$ cat src/rtl/cfgbank_pkg.sv
package cfgbank_pkg;
    localparam int BYTE_W   = 8;
    localparam int NUM_REGS = 4;
    localparam logic [6:0] DEV_ADDR = 7'b1101001;

    typedef enum logic [2:0] {
        RX_IDLE,
        RX_ADDR,
        RX_ADDR_ACK,
        RX_DATA,
        RX_DATA_ACK,
        RX_IGNORE
    } rx_state_e;

    function automatic logic [BYTE_W-1:0] reg_reset(input int idx);
        case (idx)
            0:       return 8'h07;
            1:       return 8'hFF;
            2:       return 8'hFE;
            default: return 8'h00;
        endcase
    endfunction

    function automatic logic [BYTE_W-1:0] reg_mask(input int idx);
        case (idx)
            0:       return 8'h1F;
            1:       return 8'hFF;
            2:       return 8'hFE;
            3:       return 8'hFF;
            default: return 8'h00;
        endcase
    endfunction
endpackage

$ cat src/rtl/cfgbank_line_sync.sv
module cfgbank_line_sync (
    input  logic clk,
    input  logic rst_n,
    input  logic scl_i,
    input  logic sda_i,
    output logic scl_rise_o,
    output logic scl_fall_o,
    output logic start_o,
    output logic stop_o,
    output logic sda_bit_o
);
    typedef struct packed {
        logic scl_m;
        logic scl_s;
        logic scl_p;
        logic sda_m;
        logic sda_s;
        logic sda_p;
    } sync_t;

    sync_t s_d, s_q;

    always_comb begin
        s_d       = s_q;
        s_d.scl_m = scl_i;
        s_d.scl_s = s_q.scl_m;
        s_d.scl_p = s_q.scl_s;
        s_d.sda_m = sda_i;
        s_d.sda_s = s_q.sda_m;
        s_d.sda_p = s_q.sda_s;
    end

    always_ff @(posedge clk or negedge rst_n) begin
        if (!rst_n) s_q <= '1;
        else        s_q <= s_d;
    end

    assign scl_rise_o = s_q.scl_s & ~s_q.scl_p;
    assign scl_fall_o = ~s_q.scl_s & s_q.scl_p;
    assign start_o    = s_q.scl_s & s_q.scl_p & s_q.sda_p & ~s_q.sda_s;
    assign stop_o     = s_q.scl_s & s_q.scl_p & ~s_q.sda_p & s_q.sda_s;
    assign sda_bit_o  = s_q.sda_s;
endmodule

$ cat src/rtl/cfgbank_rx.sv
module cfgbank_rx
    import cfgbank_pkg::*;
#(
    parameter int NREG  = NUM_REGS,
    parameter int PTR_W = $clog2(NREG + 1)
) (
    input  logic              clk,
    input  logic              rst_n,
    input  logic              scl_rise_i,
    input  logic              scl_fall_i,
    input  logic              start_i,
    input  logic              stop_i,
    input  logic              sda_bit_i,
    output logic              ack_o,
    output logic              wr_en_o,
    output logic [PTR_W-1:0]  wr_idx_o,
    output logic [BYTE_W-1:0] wr_data_o
);
    localparam logic [PTR_W-1:0] PTR_END = PTR_W'(NREG);

    typedef struct packed {
        rx_state_e         state;
        logic [2:0]        cnt;
        logic              full;
        logic [BYTE_W-1:0] shift;
        logic              ack;
        logic              wr;
        logic [PTR_W-1:0]  idx;
        logic [BYTE_W-1:0] data;
        logic [PTR_W-1:0]  ptr;
    } rx_t;

    rx_t r_d, r_q;

    always_comb begin
        r_d    = r_q;
        r_d.wr = 1'b0;
        if (start_i) begin
            r_d.state = RX_ADDR;
            r_d.cnt   = '0;
            r_d.full  = 1'b0;
            r_d.ack   = 1'b0;
            r_d.ptr   = '0;
        end else if (stop_i) begin
            r_d.state = RX_IDLE;
            r_d.full  = 1'b0;
            r_d.ack   = 1'b0;
        end else begin
            case (r_q.state)
                RX_ADDR, RX_DATA: begin
                    if (scl_rise_i && !r_q.full) begin
                        r_d.shift = {r_q.shift[BYTE_W-2:0], sda_bit_i};
                        r_d.cnt   = r_q.cnt + 3'd1;
                        r_d.full  = (r_q.cnt == 3'd7);
                    end else if (scl_fall_i && r_q.full) begin
                        r_d.full = 1'b0;
                        if (r_q.state == RX_ADDR) begin
                            if (r_q.shift == {DEV_ADDR, 1'b0}) begin
                                r_d.ack   = 1'b1;
                                r_d.state = RX_ADDR_ACK;
                            end else begin
                                r_d.state = RX_IGNORE;
                            end
                        end else begin
                            r_d.ack   = 1'b1;
                            r_d.wr    = 1'b1;
                            r_d.idx   = r_q.ptr;
                            r_d.data  = r_q.shift;
                            r_d.state = RX_DATA_ACK;
                            if (r_q.ptr != PTR_END) r_d.ptr = r_q.ptr + 1'b1;
                        end
                    end
                end
                RX_ADDR_ACK, RX_DATA_ACK: begin
                    if (scl_fall_i) begin
                        r_d.ack   = 1'b0;
                        r_d.cnt   = '0;
                        r_d.state = RX_DATA;
                    end
                end
                default: ;
            endcase
        end
    end

    always_ff @(posedge clk or negedge rst_n) begin
        if (!rst_n) begin
            r_q       <= '0;
            r_q.state <= RX_IDLE;
        end else begin
            r_q <= r_d;
        end
    end

    assign ack_o     = r_q.ack;
    assign wr_en_o   = r_q.wr;
    assign wr_idx_o  = r_q.idx;
    assign wr_data_o = r_q.data;

    // the acknowledge is only switched on at an SCL falling edge
    a_r2_ack_at_fall: assert property (@(posedge clk) disable iff (!rst_n)
        $rose(r_q.ack) |-> $past(scl_fall_i));
    // an ignored transfer never pulls SDA
    a_r3_ignore_silent: assert property (@(posedge clk) disable iff (!rst_n)
        (r_q.state == RX_IGNORE) |-> !r_q.ack);
    // every stored byte is acknowledged
    a_r4_write_acked: assert property (@(posedge clk) disable iff (!rst_n)
        r_q.wr |-> r_q.ack);
    // the pointer saturates at the end of the bank
    a_r7_ptr_bound: assert property (@(posedge clk) disable iff (!rst_n)
        r_q.ptr <= PTR_END);
    // a START rewinds the pointer
    a_r8_start_rewind: assert property (@(posedge clk) disable iff (!rst_n)
        start_i |=> (r_q.ptr == '0) && (r_q.state == RX_ADDR));
    // a STOP releases the line and idles
    a_r9_stop_release: assert property (@(posedge clk) disable iff (!rst_n)
        (stop_i && !start_i) |=> !r_q.ack && (r_q.state == RX_IDLE));
endmodule

$ cat src/rtl/cfgbank_regs.sv
module cfgbank_regs
    import cfgbank_pkg::*;
#(
    parameter int NREG  = NUM_REGS,
    parameter int PTR_W = $clog2(NREG + 1)
) (
    input  logic                   clk,
    input  logic                   rst_n,
    input  logic                   wr_en_i,
    input  logic [PTR_W-1:0]       wr_idx_i,
    input  logic [BYTE_W-1:0]      wr_data_i,
    output logic [NREG*BYTE_W-1:0] regs_o
);
    for (genvar g = 0; g < NREG; g++) begin : g_reg
        localparam logic [BYTE_W-1:0] RST_VAL  = reg_reset(g);
        localparam logic [BYTE_W-1:0] WR_MASK  = reg_mask(g);
        localparam logic [PTR_W-1:0]  MY_INDEX = PTR_W'(g);

        logic [BYTE_W-1:0] val_d, val_q;

        always_comb begin
            val_d = val_q;
            if (wr_en_i && (wr_idx_i == MY_INDEX)) val_d = wr_data_i & WR_MASK;
        end

        always_ff @(posedge clk or negedge rst_n) begin
            if (!rst_n) val_q <= RST_VAL;
            else        val_q <= val_d;
        end

        assign regs_o[g*BYTE_W +: BYTE_W] = val_q;
    end

    // a write at or beyond the end of the bank leaves every register alone
    a_r7_drop_past_end: assert property (@(posedge clk) disable iff (!rst_n)
        (wr_en_i && (wr_idx_i >= PTR_W'(NREG))) |=> $stable(regs_o));
endmodule

$ cat src/rtl/cfg_i2c_regbank.sv
module cfg_i2c_regbank
    import cfgbank_pkg::*;
(
    input  logic       clk,
    input  logic       rst_n,
    input  logic       scl_i,
    input  logic       sda_i,
    output logic       sda_oe_o,
    output logic       mem_aux_en_o,
    output logic [1:0] usb_en_o,
    output logic       spread_en_o,
    output logic       fsel_o,
    output logic [7:0] mem_en_o,
    output logic [6:0] bus_en_o,
    output logic [7:0] periph_en_o
);
    localparam int PTR_W = $clog2(NUM_REGS + 1);

    logic scl_rise, scl_fall, start_det, stop_det, sda_bit;
    logic wr_en;
    logic [PTR_W-1:0] wr_idx;
    logic [BYTE_W-1:0] wr_data;
    logic [NUM_REGS*BYTE_W-1:0] regs;

    cfgbank_line_sync u_sync (
        .clk        (clk),
        .rst_n      (rst_n),
        .scl_i      (scl_i),
        .sda_i      (sda_i),
        .scl_rise_o (scl_rise),
        .scl_fall_o (scl_fall),
        .start_o    (start_det),
        .stop_o     (stop_det),
        .sda_bit_o  (sda_bit)
    );

    cfgbank_rx #(.NREG(NUM_REGS), .PTR_W(PTR_W)) u_rx (
        .clk        (clk),
        .rst_n      (rst_n),
        .scl_rise_i (scl_rise),
        .scl_fall_i (scl_fall),
        .start_i    (start_det),
        .stop_i     (stop_det),
        .sda_bit_i  (sda_bit),
        .ack_o      (sda_oe_o),
        .wr_en_o    (wr_en),
        .wr_idx_o   (wr_idx),
        .wr_data_o  (wr_data)
    );

    cfgbank_regs #(.NREG(NUM_REGS), .PTR_W(PTR_W)) u_regs (
        .clk       (clk),
        .rst_n     (rst_n),
        .wr_en_i   (wr_en),
        .wr_idx_i  (wr_idx),
        .wr_data_i (wr_data),
        .regs_o    (regs)
    );

    assign mem_aux_en_o = regs[0];
    assign usb_en_o     = regs[2:1];
    assign spread_en_o  = regs[3];
    assign fsel_o       = regs[4];
    assign mem_en_o     = regs[15:8];
    assign bus_en_o     = regs[23:17];
    assign periph_en_o  = ~regs[31:24];

    // SDA is never pulled while the sampled bus shows a STOP
    a_r9_no_ack_at_stop: assert property (@(posedge clk) disable iff (!rst_n)
        stop_det |=> !sda_oe_o);
endmodule

$ cat config.mk
export PLATFORM = sky130hd
export DESIGN_NAME = cfg_i2c_regbank
export DESIGN_NICKNAME = d
export VERILOG_FILES = /design/src/rtl/cfgbank_pkg.sv /design/src/rtl/cfgbank_line_sync.sv /design/src/rtl/cfgbank_rx.sv /design/src/rtl/cfgbank_regs.sv /design/src/rtl/cfg_i2c_regbank.sv
export SDC_FILE = /design/constraint.sdc
export NUM_CORES = 1
export LEC_CHECK = 0
export BUFFER_PORTS_ARGS = -buffer_cell sky130_fd_sc_hd__buf_4
export CORE_MARGIN = 8
export CORE_UTILIZATION = 30
export DETAILED_ROUTE_END_ITERATION = 12
export SLEW_MARGIN = 20
export SYNTH_ARGS = -nofsm -noshare
export SYNTH_HDL_FRONTEND = slang
export SYNTH_SLANG_ARGS = --single-unit
$ cat constraint.sdc
create_clock -name clk -period 2.44 [get_ports clk]
set_input_delay 0.488 -clock clk [delete_from_list [all_inputs] [get_ports clk]]
set_output_delay 0.488 -clock clk [all_outputs]
set_load 0.02 [all_outputs]
==> results of run 1 <==
-- critical path: cells and delay by family, from the launching register on --
kind / cells / cell delay (ns)
multiplexers: 1 / 0.32
AND/OR/NAND/NOR: 3 / 0.67
flip-flops: 1 / 0.57
-- layer usage --
metal | part of all wire | wire length (um)
met1 | 0.46 | 2280
met2 | 0.46 | 2260
met3 | 0.062 | 305
met4 | 0.017 | 85
met5 | 0 | 0
-- area by class of cell --
type | count | area (um2)
fill | 947 | 5920
sequential | 65 | 1660
multi-input combinational | 127 | 1010
timing repair buffer | 34 | 255
tap | 129 | 161
clock buffer | 10 | 128
clock inverter | 6 | 91.3
inverter | 14 | 52.6
-- kinds of logic after synthesis --
logic type / synth area share
DFF: 0.576
adders and majority gates: 0.0174
buffers and inverters: 0.0731
AOI/OAI and AO/OA: 0.0366
and+or+nand+nor: 0.129
muxes: 0.164
xor gates and xnor gates: 0.00305
-- cells in the mapped netlist (2+ instances only) --
| library cell | n | area share |
|---|---|---|
| dfrtp_1 | 41 | 0.36 |
| mux2_2 | 34 | 0.13 |
| nand2_1 | 32 | 0.042 |
| dfstp_2 | 24 | 0.22 |
| buf_4 | 17 | 0.044 |
| inv_1 | 14 | 0.018 |
| nand3_1 | 6 | 0.010 |
| a21oi_1 | 5 | 0.0087 |
| nand2b_1 | 5 | 0.011 |
| ha_1 | 4 | 0.017 |
| mux2_4 | 4 | 0.021 |
| nor2_1 | 4 | 0.0052 |
| buf_2 | 3 | 0.0052 |
| mux2i_1 | 3 | 0.010 |
| o21ai_0 | 3 | 0.0052 |
| and3_1 | 2 | 0.0044 |
| nor2b_1 | 2 | 0.0044 |
| nor4bb_1 | 2 | 0.0070 |
-- how the worst max path moves through the flow --
| stage | startpoint | end | slack (ns) | depth (start not counted) |
|---|---|---|---|---|
| after floorplan | u_sync.s_d[3] | u_rx.r_q[28] | 0.84 | 4 |
| after global placement | u_sync.s_d[3] | u_rx.r_q[28] | 0.81 | 4 |
| after detailed placement | u_sync.s_d[3] | u_rx.r_q[28] | 0.80 | 4 |
| after CTS | u_sync.s_d[3] | u_rx.r_q[28] | 0.79 | 4 |
| after global routing | u_sync.s_d[3] | u_rx.r_q[28] | 0.69 | 4 |
| final | u_sync.s_d[3] | u_rx.r_q[28] | 0.77 | 4 |
-- flip-flops by register name, indices dropped and copies added (netlist names) --
name / cells
u_rx.ack_o: 1
u_rx.wr_data_o: 8
u_sync.sda_bit_o: 1
u_rx.r_q: 18
u_rx.wr_idx_o: 3
u_sync.s_d: 3
u_rx.wr_en_o: 1
u_sync.s_q: 2
u_regs.g.val_q: 28
-- cell usage in the layout (no fill, tap or decap), types with 3 or more instances in the layout --
cell type,Yosys,final
buf_4,17,34
nor2_1,4,4
nand2b_1,5,5
clkbuf_8,0,9
dfrtp_1,41,41
nand3_1,6,6
inv_1,14,14
mux2_4,4,4
mux2i_1,3,3
nand2_1,32,32
o21ai_0,3,3
dfstp_2,24,24
ha_1,4,4
a21oi_1,5,5
mux2_2,34,34
-- power by group through the flow --
stage | sequential (mW) | combinational [mW] | clock (mW)
final | 1.19 | 0.169 | 0.986
after global routing | 1.20 | 0.201 | 1.07
after CTS | 1.19 | 0.173 | 1.03
after detailed placement | 1.21 | 0.172 | 0
after global placement | 1.21 | 0.170 | 0
after floorplan | 1.19 | 0.126 | 0
-- per-stage QoR --
stage               utilization  total power, mW  hold slack (ns)
floorplan                     -             1.32            0.192
global placement          0.338             1.38            0.346
detailed placement        0.338             1.38            0.347
CTS                       0.362             2.40            0.232
global route              0.362             2.48            0.235
finish                    0.362             2.35            0.237
==> run metrics, run 1 <==
Antenna Nets Post-Route 0; Inserted Clock Buffers 9; Area after DPL 0.00314 mm2; H-tree Lvls 3; Final Hold Violating Endpoints 0; asr flop ratio synth 1.00; WL per Instance 12.8 um; Combinational Power Share 0.072; minimum clock period 1.67 ns; worst vdd ir ~300 uV; Skew-Pair Late Insertion Delay ~0.34 ns; post-route cell area approximately 0.0034 mm2; Final WS setup 0.774 ns; most used routing layer met2; Non-Filler Instances roughly 390; Worst Tran Pin Value 0.812 ns; Placed Cells 369; Ports 33; max-slew violations 0; crit share post-route 0.683; cell leakage power 1.59 nW; RSZ-0062 raised after global routing false; layout cells sized above 1 0.461; endpoints failing setup 0; GR Util met1 0.0973; clk_skew 0.00791 ns; Total GRT Usage 0.0856; IO buf count 32; CTS clk-pin slew, worst paths 0.07 ns; relative slew slack 0.459; Critical-path top delay cell dfstp_2; sinks on the clock net 65; post-CTS setup buffers 0; nets@finish around 260; initial core utilization 0.310; total gr overflow 0; P_sw 555 uW; Bufs on Longest Clock Path 2; Area Growth Syn to Fin 16.8%; startpoint types flop; core area 0.00928 mm2; internal power roughly 1.8 mW; critical path capture point type flop; hold buffer count at cts 0; Post-Syn Nets 236; status finished clean; post-CTS sizing 0; initial antenna violation count 0; 1st-iter DRT viols 90; Die H 114 um; Crit Path Category reg -> reg; vias per inst 4.31; Setup WS pre-CTS 0.798 ns; YS warnings 0; GRT met2 Usage 0.133; sw frac 0.237; CTS tree yes; number of distinct library cells after synthesis 41; vias in the first global route 1787; r2r endpoint u_rx.r_q[28]; worst r2r src u_sync.s_d[3]; Seq pwr share 0.508; n_diodes 0; flop and latch count out of synthesis 65; Rows 35; PwrDens 699 mW/mm2; WP data arrival 1.89 ns; Worst Path Required between 2 and 3 ns; FMAX 0.600 GHz; # DRC 0; clock share of power 0.420; ys flop type dfrtp_1; Syn Area/Cell roughly 13 um2; Die W 114 um; mapped cell area 0.00288 mm2; crit-path max cell delay 0.57 ns; Mapped Cells ~230; sequential fraction of the synthesis area 0.576; Final Wtd Congestion around 0.76; CP cell instances and4bb_4, and2_4, nor3_1, mux2_4; max_cap viols 0; GR Util met3 0.0354; cells on worst reg2reg path 4; reg-to-reg slack, setup just under 0.8 ns; Routed WL 4.93 mm; largest net degree at the start of global routing 66; critical path fanouts, max 6; number of synthesized flops with an enable pin 0; DRT Pass-1 Iters 4; Post-DP HPWL 3.41 mm; CTS root buffer clkbuf_8; via count 1661; die area 0.0130 mm2; first-pass GRT wire length 8.61 mm; Hold WC Path Type in -> async; Setup TNS 0 ns
(Power assumes the default switching activity.)
==> inputs of run 2 (changes only) <==
--- a/config.mk
+++ b/config.mk
@@ -5,6 +5,7 @@
 export SDC_FILE = /design/constraint.sdc
 export NUM_CORES = 1
 export LEC_CHECK = 0
+export ABC_AREA = 1
 export BUFFER_PORTS_ARGS = -buffer_cell sky130_fd_sc_hd__buf_4
 export CORE_MARGIN = 8
 export CORE_UTILIZATION = 30
==> constraint.sdc (replaced) <==
create_clock -name clk -period 1.62 [get_ports clk]
set_input_delay 0.324 -clock clk [delete_from_list [all_inputs] [get_ports clk]]
set_output_delay 0.324 -clock clk [all_outputs]
set_load 0.02 [all_outputs]
==> run metrics, run 2 <==
Mapped Cells 306 (+34%); via count 1959 (+18%); critical path capture point type flop; cell leakage power 1.55 nW (-2.7%); n_diodes 0 (unchanged); initial antenna violation count 0 (unchanged); max-slew violations 0 (unchanged); synth cell count leaders 75 x nand2_1, 41 x dfrtp_1, 39 x inv_1, 39 x o21ai_0, 24 x dfstp_2; Syn Area/Cell 9.29 um2 (-26%); Skew-Pair Late Insertion Delay 0.34 ns (about the same); total gr overflow 0 (unchanged); endpoints failing setup 0 (unchanged); Worst Path Required 1.85 ns (-0.81 ns); # DRC 0 (unchanged); Die H 113 um (-0.47%); Post-DP HPWL 3.81 mm (+12%); startpoint types flop; vias in the first global route 1964 (+9.9%); CTS tree yes; worst vdd ir 436 uV (+41%); Synth top area share 0.361 (+0.00392); Bufs on Longest Clock Path 2 (unchanged); Die W 113 um (-0.47%); Hold Startpoint scl_i; WP data arrival 1.66 ns (-0.23 ns); Largest Register u_regs.g.val_q; CTS root buffer clkbuf_8; Antenna Nets Post-Route 0 (unchanged); Hold Slack 0.0866 ns (-0.151 ns); first-pass GRT wire length 9.23 mm (+7.2%); core area 0.00924 mm2 (-0.47%); relative slew slack 0.757 (+0.299); cells on worst reg2reg path 7 (+3); leading cell type in the layout, fill and taps excluded nand2_1; Inserted Clock Buffers 9 (unchanged); 1st-iter DRT viols 84 (-6.7%); sinks on the clock net 65 (unchanged); worst r2r src u_sync.s_q[3]; total power 3.69 mW (+57%); ys flop type dfrtp_1; PwrDens 1090 mW/mm2 (+56%); DRT Pass-1 Iters 4 (unchanged); Routed WL 5.31 mm (+7.6%); die area 0.0129 mm2 (-0.94%); YS warnings 0 (unchanged); mapped cell area 0.00284 mm2 (-1.1%); vias per inst 4.18 (-3.2%); Ports 33 (unchanged); Post-Syn Nets 314 (+33%); Synth area leader dfrtp_1; worst hold stages 1; Worst Tran Pin Value 0.363 ns (-0.449 ns); Hold WC Path Type in -> reg; FMAX 0.702 GHz (+17%); Crit Path Category reg -> reg; layout cells sized above 1 0.265 (-0.196); crit share post-route 0.879 (+0.197); asr flop ratio synth 1.00 (unchanged); worst hold endpoint u_sync.s_d[4]; initial core utilization 0.308 (-0.00192); Final Hold Violating Endpoints 0 (unchanged); max_cap viols 0 (unchanged); H-tree Lvls 3 (unchanged); IO buf count 32 (unchanged); reg-to-reg slack, setup 0.20 ns (-0.58 ns); number of distinct library cells after synthesis 23 (-44%); Area after DPL 0.00316 mm2 (+0.56%); CTS clk-pin slew, worst paths 0.07 ns (about the same); post-route cell area 0.00339 mm2 (+0.82%); minimum clock period 1.42 ns (-0.241 ns); r2r endpoint u_rx.r_q[0]; clk_skew 0.00685 ns (-0.00106 ns); critical path fanouts, max 7 (+1); Total GRT Usage 0.0906 (+0.00493); max reg flops 28 (unchanged); most frequent cell after synthesis nand2_1; synth top area cells dfrtp_1 36%, dfstp_2 22%, nand2_1 9.9%; largest net degree at the start of global routing 26 (-61%); flop and latch count out of synthesis 65 (unchanged); most frequent cells in the layout 75 x nand2_1, 41 x dfrtp_1, 39 x inv_1, 39 x o21ai_0, 38 x buf_4; nets@finish 343 (+32%); Final Wtd Congestion 0.744 (-2.4%); post-CTS sizing 0 (unchanged); RSZ-0062 raised after global routing false; number of synthesized flops with an enable pin 0 (unchanged); Setup TNS 0 ns (unchanged); Area Growth Syn to Fin 19.1%; sequential fraction of the synthesis area 0.582 (+0.00634); Rows 35 (unchanged); WL per Instance 11.3 um (-12%); status finished clean
## run 2: worst max-delay path by stage
| stage | startpoint | to | slack (ns) | depth (start not counted) |
|---|---|---|---|---|
| 6_report | u_sync.s_q[3] | u_rx.r_q[0] | 0.20 | 7 |
| 3_5_place_dp | u_sync.s_d[3] | u_rx.r_q[26] | 0.19 | 5 |
| 4_1_cts | u_sync.s_d[3] | u_rx.r_q[26] | 0.17 | 5 |
| 3_3_place_gp | u_sync.s_d[3] | u_rx.r_q[25] | 0.23 | 5 |
| 2_1_floorplan | u_sync.s_d[3] | u_rx.r_q[25] | 0.32 | 7 |
| 5_1_grt | u_sync.s_d[3] | u_rx.r_q[26] | 0.04 | 5 |
## run 2: report_power, final
group | internal, mW | switching [mW] | leakage (nW)
logic | 0.126 | 0.205 | 0.642
registers | 1.76 | 0.0989 | 0.809
clock network | 0.871 | 0.635 | 0.0991
## run 2: kinds of logic after synthesis
group	synth area share
AND/OR/NAND/NOR	0.193
buffers and inverters	0.116
adder cells (fa/ha/maj)	0.0176
XOR/XNOR	0.00308
AO/OA/AOI/OAI	0.0880
flip-flops	0.582
## run 2: stage by stage
stage               std cells   util  setup WS, ns
floorplan                 306      -         0.318
global placement          452  0.342         0.232
detailed placement        452  0.342         0.192
CTS                       469  0.367         0.173
global route              469  0.367        0.0375
finish                    469  0.367         0.196
## run 2: cell type report
class | instances | area (um2)
repair buffers | 41 | 335
well taps | 129 | 161
fillers | 950 | 5850
flip-flops and latches | 65 | 1660
multi-input cells | 176 | 857
inverters | 42 | 158
clock buffers | 10 | 128
clock inverters | 6 | 91.3
## run 2: timing repair
item / 4_1_cts / 5_1_grt
buffers inserted: 0 / 0
hold buffers: 1 / 0
setup endpoints to repair: 0 / 0
endpoints found under the hold margin: 17 / 0
## run 2: worst max-delay path, stage by stage, from the launching register on
cell	delay, ns
dfstp_2	0.57
inv_2	0.06
nor2_4	0.12
nand3_4	0.15
nor2_8	0.17
nand2_1	0.11
nand3_1	0.08
nand2_1	0.05
## run 2: metal layers
layer	up-vias	wire [um]	share of wire	GRT usage
met1	901	2470	0.47	0.103
met5	-	0	0	0
met4	0	99	0.019	0.0453
li1	1010	-	-	-
met3	8	280	0.053	0.0351
met2	40	2450	0.46	0.146
